[config.mk]
export PLATFORM = sky130hd
export DESIGN_NAME = rtc_periodic_gen
export DESIGN_NICKNAME = d
export VERILOG_FILES = /design/src/rtl/rtc_pit_pkg.sv /design/src/rtl/rtc_pit_decode.sv /design/src/rtl/rtc_pit_timebase.sv /design/src/rtl/rtc_pit_event.sv /design/src/rtl/rtc_periodic_gen.sv
export SDC_FILE = /design/constraint.sdc
export NUM_CORES = 1
export LEC_CHECK = 0
export BUFFER_PORTS_ARGS = -buffer_cell sky130_fd_sc_hd__buf_4
export CAP_MARGIN = 20
export CORE_ASPECT_RATIO = 0.75
export CORE_UTILIZATION = 55
export CTS_CLUSTER_DIAMETER = 30
export CTS_CLUSTER_SIZE = 28
export DETAILED_ROUTE_END_ITERATION = 12
export PLACE_DENSITY = 0.75
export SLEW_MARGIN = 25
export SYNTH_ARGS = -nofsm -noshare
export SYNTH_HDL_FRONTEND = slang
export SYNTH_SLANG_ARGS = --single-unit
[constraint.sdc]
create_clock -name clk -period 2.4 [get_ports clk]
set_input_delay 0.24 -clock clk [delete_from_list [all_inputs] [get_ports clk]]
set_output_delay 0.24 -clock clk [all_outputs]
set_load 0.01 [all_outputs]
[src/rtl/rtc_pit_pkg.sv]
package rtc_pit_pkg;
    localparam int RATE_W = 4;
    localparam int CNT_W  = 15;
    localparam int SH_W   = $clog2(CNT_W) + 1;

    // Codes that stand in for the slow rates below the fastest useful one.
    localparam int ALIAS1_SHIFT = 7;
    localparam int ALIAS2_SHIFT = 8;

    typedef struct packed {
        logic       evt;
        logic [1:0] flg;
    } evt_state_t;

    // Shift (log2 of period) for a nonzero rate code.
    function automatic logic [SH_W-1:0] rate_shift(input logic [RATE_W-1:0] code);
        logic [SH_W-1:0] sh;
        case (code)
            RATE_W'(1): sh = SH_W'(ALIAS1_SHIFT);
            RATE_W'(2): sh = SH_W'(ALIAS2_SHIFT);
            default:    sh = SH_W'(code) - SH_W'(1);
        endcase
        return sh;
    endfunction
endpackage

[src/rtl/rtc_pit_decode.sv]
module rtc_pit_decode
    import rtc_pit_pkg::*;
#(
    parameter int RW = RATE_W,
    parameter int CW = CNT_W
) (
    input  logic [RW-1:0] rate_i,
    output logic          active_o,
    output logic [CW-1:0] mask_o
);
    localparam int SW = SH_W;

    logic [SW-1:0] shift;

    always_comb begin
        active_o = (rate_i != '0);
        shift    = rate_shift(rate_i);
    end

    // Bit i of the mask is set when i lies below the period exponent.
    for (genvar i = 0; i < CW; i++) begin : g_mask
        assign mask_o[i] = active_o && (SW'(i) < shift);
    end

    always_comb begin
        if (active_o) begin
            AST_MIN_PERIOD: assert (mask_o[1:0] == 2'b11);
        end
    end
endmodule

[src/rtl/rtc_pit_timebase.sv]
module rtc_pit_timebase
    import rtc_pit_pkg::*;
#(
    parameter int CW = CNT_W
) (
    input  logic          clk,
    input  logic          rst_n,
    input  logic          tick_i,
    input  logic [CW-1:0] mask_i,
    output logic          edge_o
);
    logic [CW-1:0] cnt_d, cnt_q;
    logic [CW-1:0] cnt_inc;

    always_comb begin
        cnt_inc = cnt_q + CW'(1);
        cnt_d   = tick_i ? cnt_inc : cnt_q;
        edge_o  = tick_i && ((cnt_inc & mask_i) == '0);
    end

    always_ff @(posedge clk or negedge rst_n) begin
        if (!rst_n) cnt_q <= '0;
        else        cnt_q <= cnt_d;
    end

    AST_CNT_STEP: assert property (@(posedge clk) disable iff (!rst_n)
        tick_i |=> (cnt_q == $past(cnt_q) + CW'(1)));
    AST_CNT_HOLD: assert property (@(posedge clk) disable iff (!rst_n)
        !tick_i |=> $stable(cnt_q));
endmodule

[src/rtl/rtc_pit_event.sv]
module rtc_pit_event
    import rtc_pit_pkg::*;
(
    input  logic       clk,
    input  logic       rst_n,
    input  logic       edge_i,
    input  logic       active_i,
    input  logic       enable_i,
    input  logic       inhibit_i,
    input  logic       clear_i,
    output logic       evt_o,
    output logic [1:0] flg_o
);
    evt_state_t st_d, st_q;
    logic       fire;

    always_comb begin
        fire     = edge_i && active_i && enable_i && !inhibit_i;
        st_d     = st_q;
        st_d.evt = fire;
        if (fire)         st_d.flg = 2'b11;
        else if (clear_i) st_d.flg = 2'b00;
    end

    always_ff @(posedge clk or negedge rst_n) begin
        if (!rst_n) st_q <= '0;
        else        st_q <= st_d;
    end

    assign evt_o = st_q.evt;
    assign flg_o = st_q.flg;

    AST_EVT_SETS_FLAGS: assert property (@(posedge clk) disable iff (!rst_n)
        evt_o |-> (flg_o == 2'b11));
    AST_FLAGS_STICKY: assert property (@(posedge clk) disable iff (!rst_n)
        (flg_o != 2'b00 && !clear_i) |=> (flg_o == 2'b11));
    AST_CLEAR_LOWERS: assert property (@(posedge clk) disable iff (!rst_n)
        (clear_i && !edge_i) |=> (flg_o == 2'b00));
endmodule

[src/rtl/rtc_periodic_gen.sv]
module rtc_periodic_gen
    import rtc_pit_pkg::*;
#(
    parameter int RW = RATE_W,
    parameter int CW = CNT_W
) (
    input  logic          clk,
    input  logic          rst_n,
    input  logic          tick_i,
    input  logic [RW-1:0] rate_i,
    input  logic          enable_i,
    input  logic          inhibit_i,
    input  logic          clear_i,
    output logic [1:0]    flags_o,
    output logic          irq_o,
    output logic          event_o
);
    logic          active;
    logic [CW-1:0] mask;
    logic          edge_hit;

    rtc_pit_decode #(.RW(RW), .CW(CW)) u_decode (
        .rate_i   (rate_i),
        .active_o (active),
        .mask_o   (mask)
    );

    rtc_pit_timebase #(.CW(CW)) u_timebase (
        .clk    (clk),
        .rst_n  (rst_n),
        .tick_i (tick_i),
        .mask_i (mask),
        .edge_o (edge_hit)
    );

    rtc_pit_event u_event (
        .clk       (clk),
        .rst_n     (rst_n),
        .edge_i    (edge_hit),
        .active_i  (active),
        .enable_i  (enable_i),
        .inhibit_i (inhibit_i),
        .clear_i   (clear_i),
        .evt_o     (event_o),
        .flg_o     (flags_o)
    );

    assign irq_o = flags_o[1];

    AST_CODE0_QUIET: assert property (@(posedge clk) disable iff (!rst_n)
        (rate_i == '0) |=> !event_o);
    AST_NO_TICK_QUIET: assert property (@(posedge clk) disable iff (!rst_n)
        !tick_i |=> !event_o);
    AST_DISABLED_QUIET: assert property (@(posedge clk) disable iff (!rst_n)
        !enable_i |=> !event_o);
    AST_SINGLE_PULSE: assert property (@(posedge clk) disable iff (!rst_n)
        event_o |=> !event_o);
    AST_INHIBIT_NO_RISE: assert property (@(posedge clk) disable iff (!rst_n)
        inhibit_i |=> !$rose(irq_o));
endmodule

==> results.toml, run 1 <==
[timing]
period_share_pct = 90.9
finalHoldViolations = 0
max_slew_margin_pct = 76.7
whs_ps = 219
fin_skew_ps = 5.34
rsz0062_at_grt = "no"
fin_setup_tns_ps = 0
setup_viol = 0
fmax_mhz = 458
slew_violations = 0
period_minus_slack_ps = 2180
tightest_slew_ps = 340

[routing]
drtPass1Iterations = 4
drtIter0Drc = 81
drtAntennaViolNets = 0
drc = 0
wl_met1_um = 1600
wl_per_cell_um = 15.9
met3WireLength_um = 345
routed.top_layer = "met4"
vias = 1339
routed_wl_um = 3490
viasPerCell = 6.11
wl_met2_um = 1490

[place]
place_congestion = 0.985
hpwl_um = 2700
numPortBuffers = 13

[worst_setup_path]
cp_slowest_cell = "dfrtp_1"
path_max_fanout = 7
worst_ep_required_time_ps = 2610
cp.arrival_ps = 2400
startpoint_type = "register"
crit_chain = "nand4_4 > nor4_2 > xnor2_1 > nor2_1 > a2111oi_2 > nand4_1 > o41ai_2"
cp-end-kind = "register"
max_stage_delay_ps = 450
crit_type = "reg2reg"

[yosys]
synthArstFlopShare_pct = 100
ys_seq_area_share_pct = 29.6
syn_area_per_cell_um2 = 8.46
synth_largest_area_cell = "dfrtp_1"
syn_inst = 170
yosysMostFrequentCell = "nor2_1"
synthTopCellsByCount = "nor2_1, dfrtp_1, xnor2_1, nand2_1, xor2_1"
synth_fp_nets = 184
synthDominantCellAreaShare_pct = 29.6
synth_seq_cells = 17
synth_edf_count = 0
synth_warnings = 0
synth_flop_cell = "dfrtp_1"
synth_area_um2 = 1440
synth_cell_types = 48
synth.area.top_cells = "dfrtp_1, xnor2_1, xor2_1, nor2_1, nand2_1"

[power]
cellPowerDensity_nw_per_um2 = 655
power.leakage_nw = 0.669
ir_drop_mv = 0.454

[clock_tree]
path_clk_slew_ps = 100
cts-root-buf = "clkbuf_4"
cts_buffer_depth = 2
tritoncts = "built"
numClockSinks = 17
numCtsBuffers = 3
htreeDepth = 1
post-cts-setup-buffers = 0
clk_latency_ps = 310

[worst_hold_path]
hold_class = "in2reg"

[grt]
grt_pass1_wl_um = 5820
track_usage_pct = 29.1
grt_pass1_vias = 1207
grt_max_degree = 18
grt_overflow_total = 0
grt_antenna_before_repair = 0

[die]
initial_core_util_pct = 60.4
die_area_um2 = 2830
core.rowCount = 15
pin_count = 14
die_x_um = 61.1
die_y_um = 46.3
core_area_um2 = 2380

[layout]
nets = 200
n_antenna_cell = 0
area_growth_pct = 13.4
layout-drive-gt1-share_pct = 23.2

[flow_run]
maxCapViolCount = 0

[status]
status = "complete, no violations"
metal layers:
metal	vias up	GRT usage, %
li1	623	-
met1	634	41.3
met2	72	43.7
met3	10	7.58
met4	0	7.73
met5	-	0
through the flow:
stage	setup slack [ps]	util [%]	total power, mW	std cells	cell area [µm²]
6_report	218	68.5	1.07	219	1630
5_1_grt	11.8	68.5	1.14	219	1630
4_1_cts	83.9	67.9	1.05	219	1620
3_5_place_dp	81.0	66.3	0.883	214	1580
3_3_place_gp	170	66.3	0.867	214	1580
2_1_floorplan	341	-	0.751	170	1440
logic make-up after synthesis:
family | synth area share [%]
adder cells (fa/ha/maj) | 3.48
AO/OA/AOI/OAI | 13.5
multiplexers | 1.48
AND/OR/NAND/NOR | 30.8
flip-flops | 29.6
XOR/XNOR | 15.8
buffers and inverters | 5.39
registers in the layout, summed over array words and instances (netlist names):
name / cells
u_timebase.cnt_q: 15
u_event.evt_o: 1
u_event.flg_o: 1
cell type report:
| type | count | area, µm² |
|---|---|---|
| sequential | 17 | 430 |
| tap | 34 | 42.5 |
| clock inverter | 1 | 5.00 |
| fill | 207 | 752 |
| multi-input combinational | 136 | 945 |
| timing repair buffer | 21 | 160 |
| clock buffer | 3 | 22.5 |
| inverter | 7 | 26.3 |
critical path, delay by kind of cell (launching register included):
family          cells  cell delay (ps)
compound gates      2              700
simple gates        4              760
flops               1              450
xor+xnor            1              180
power by group:
group | switching (mW) | leakage, nW | internal (mW)
Combinational | 0.248 | 0.435 | 0.208
Clock | 0.0983 | 0.0177 | 0.0623
Sequential | 0.0994 | 0.216 | 0.353
Total | 0.445 | 0.669 | 0.623
layout by cell type (no fill, tap or decap), types with 2 or more instances in the layout:
cell type	instances
and3_1	2
or3_1	2
nand4_1	5
inv_1	7
nor4_1	3
a21oi_1	7
dfrtp_2	4
xor2_1	9
ha_1	3
nor3_1	8
dfrtp_1	13
nor2_1	18
nand2_1	14
o211ai_1	2
nor2b_1	3
buf_4	20
nand3_1	7
o21ai_1	3
clkbuf_4	3
xnor2_1	17
nand2b_1	5
final timing paths:
path | start | slack [ps] | cells after the start | to
setup / recovery | u_timebase.cnt_q[6] | 220 | 7 | u_event.flg_o[0]
hold / removal | tick_i | 220 | 2 | u_timebase.cnt_q[0]
setup reg to reg | u_timebase.cnt_q[6] | 220 | 7 | u_event.flg_o[0]
hold reg to reg | u_timebase.cnt_q[14] | 500 | 1 | u_timebase.cnt_q[14]
max in group asynchronous | rst_n | 1860 | 2 | u_timebase.cnt_q[0]
min in group asynchronous | rst_n | 330 | 2 | u_timebase.cnt_q[6]
timing repair:
item | CTS | global route
hold buffers | 1 | 0
endpoints found under the setup margin | 0 | 2
endpoints found under the hold margin | 17 | 0
gates resized for setup | 0 | 6
No activity file was read; power rests on OpenSTA's default activity.
==> inputs of run 2 (changes only) <==
--- a/config.mk
+++ b/config.mk
@@ -8,11 +8,11 @@
 export BUFFER_PORTS_ARGS = -buffer_cell sky130_fd_sc_hd__buf_4
 export CAP_MARGIN = 20
 export CORE_ASPECT_RATIO = 0.75
-export CORE_UTILIZATION = 55
+export CORE_UTILIZATION = 58
 export CTS_CLUSTER_DIAMETER = 30
 export CTS_CLUSTER_SIZE = 28
 export DETAILED_ROUTE_END_ITERATION = 12
-export PLACE_DENSITY = 0.75
+export PLACE_DENSITY = 0.78
 export SLEW_MARGIN = 25
 export SYNTH_ARGS = -nofsm -noshare
 export SYNTH_HDL_FRONTEND = slang
==> run 2 against run 1 <==
Against the previous run: clock power shrank 3%; cell area is 1.6% lower; sequential share of layout area is 0.35 points higher; total power down 2.3%; critical path depth unchanged; wire length shrank 4.2%; highest routed layer unchanged; clock skew grew 4.6 ps; core utilization is 0.53 points higher; die area decreased by 5.0%; hold slack better by 5.4 ps; worst setup slack worse by 70 ps; first-iteration DRC count rose by 43%.
==> results.toml, run 2 (same netlist as run 1, synthesis figures left out) <==
[worst_setup_path]
critical_path.startpoint = "u_timebase.cnt_q[3]"
crit_type = "reg2reg"
cp.arrival_ps = 2460
max_stage_delay_ps = 470
r2r_start = "u_timebase.cnt_q[3]"
path_max_fanout = 7
worst_ep_required_time_ps = 2610
startpoint_type = "register"
cp-end-kind = "register"
cp_top_family = "simple AND/OR/NAND/NOR gates"
cp_slowest_cell = "dfrtp_2"
crit_chain = "nand4_4 > nor4_1 > xnor2_1 > nor2_1 > a2111oi_2 > nand4_1 > o41ai_2"
worst-path-buf-inv = 0

[grt]
grt_max_degree = 18
met3_usage_pct = 6.88
grt_antenna_before_repair = 0
grt_overflow_total = 0
grt_use_met2_pct = 41.3
track_usage_pct = 28.3
grt_pass1_wl_um = 5530
grt.busiest_layer = "met1"
met1_usage_pct = 41.6
grt_pass1_vias = 1189

[clock_tree]
numClockSinks = 17
path_clk_slew_ps = 100
cts_buffer_depth = 2
clk_latency_ps = 300
post-cts-setup-buffers = 0
cts-root-buf = "clkbuf_4"
htreeDepth = 1
numCtsBuffers = 3
tritoncts = "built"

[power]
cellPowerDensity_nw_per_um2 = 650
power.leakage_nw = 0.658
ir_drop_mv = 0.375

[routing]
wl_per_cell_um = 15.4
drtAntennaViolNets = 0
vias = 1318
routed_wl_um = 3340
drtIter0Drc = 116
viasPerCell = 6.07
drtPass1Iterations = 4
drc = 0

[timing]
max_slew_margin_pct = 75.3
fmax_mhz = 444
tightest_slew_ps = 369
fin_setup_tns_ps = 0
finalHoldViolations = 0
rsz0062_at_grt = "no"
setup_viol = 0
period_share_pct = 93.8
slew_violations = 0
whs_ps = 224
fin_skew_ps = 9.91
period_minus_slack_ps = 2250

[place]
hpwl_um = 2540
numPortBuffers = 13
place_congestion = 1.01

[layout]
multi_input_area_um2 = 936
largest_reg_flops = 15
regMostFlops = "u_timebase.cnt_q"
nets = 198
area_growth_pct = 11.6
n_antenna_cell = 0
final_cell_mix = "nor2_1, buf_4, xnor2_1"
layout-drive-gt1-share_pct = 20.2
fillCellCount = 191
final-seq-area_um2 = 429

[status]
status = "complete, no violations"

[worst_hold_path]
hold_start = "tick_i"
hold_class = "in2reg"

[die]
core_area_um2 = 2330
die_area_um2 = 2690
core.rowCount = 15
die_y_um = 45.1
die_x_um = 59.5
initial_core_util_pct = 61.8
pin_count = 14

[flow_run]
maxCapViolCount = 0
==> run 2: final cells by class <==
cell class	count	area share, %
Multi-Input combinational cell	136	58.3
Sequential cell	17	26.7
Timing Repair Buffer	19	9.04
Tap cell	34	2.65
Clock buffer	4	1.64
Inverter	7	1.64
==> run 2: worst paths after layout <==
path	slack (ps)	end	depth (start not counted)
hold reg to reg	490	u_timebase.cnt_q[14]	1
setup / recovery	150	u_event.flg_o[0]	7
setup reg to reg	150	u_event.flg_o[0]	7
min in group asynchronous	340	u_event.evt_o	2
max in group asynchronous	1850	u_timebase.cnt_q[3]	2
hold / removal	220	u_timebase.cnt_q[0]	2
==> run 2: repair_timing <==
item	CTS	global route
resized for setup	0	3
setup endpoints to repair	0	2
endpoints found under the hold margin	17	0
hold buffers	1	0
==> run 2: through the flow <==
step | std cells | cell area, µm² | worst slack, ps | util [%] | total power, mW
finish | 217 | 1610 | 148 | 69.0 | 1.04
floorplan | 170 | 1440 | 341 | - | 0.751
CTS | 217 | 1600 | 59.1 | 68.8 | 1.03
detailed placement | 212 | 1570 | 101 | 67.3 | 0.872
global route | 217 | 1610 | 9.70 | 69.0 | 1.12
global placement | 212 | 1570 | 180 | 67.3 | 0.850
==> run 2: layer usage <==
layer	routed length (µm)	up-vias	part of all wire, %
met1	1540	616	46
met4	51	0	1.5
li1	-	620	-
met2	1470	73	44
met5	0	-	0
met3	279	9	8.3
==> run 2: report_power, final <==
| group | switching (mW) | total (mW) | internal, mW |
|---|---|---|---|
| Combinational | 0.227 | 0.420 | 0.193 |
| Clock | 0.0913 | 0.156 | 0.0649 |
| Sequential | 0.116 | 0.467 | 0.351 |
| Total | 0.435 | 1.04 | 0.608 |
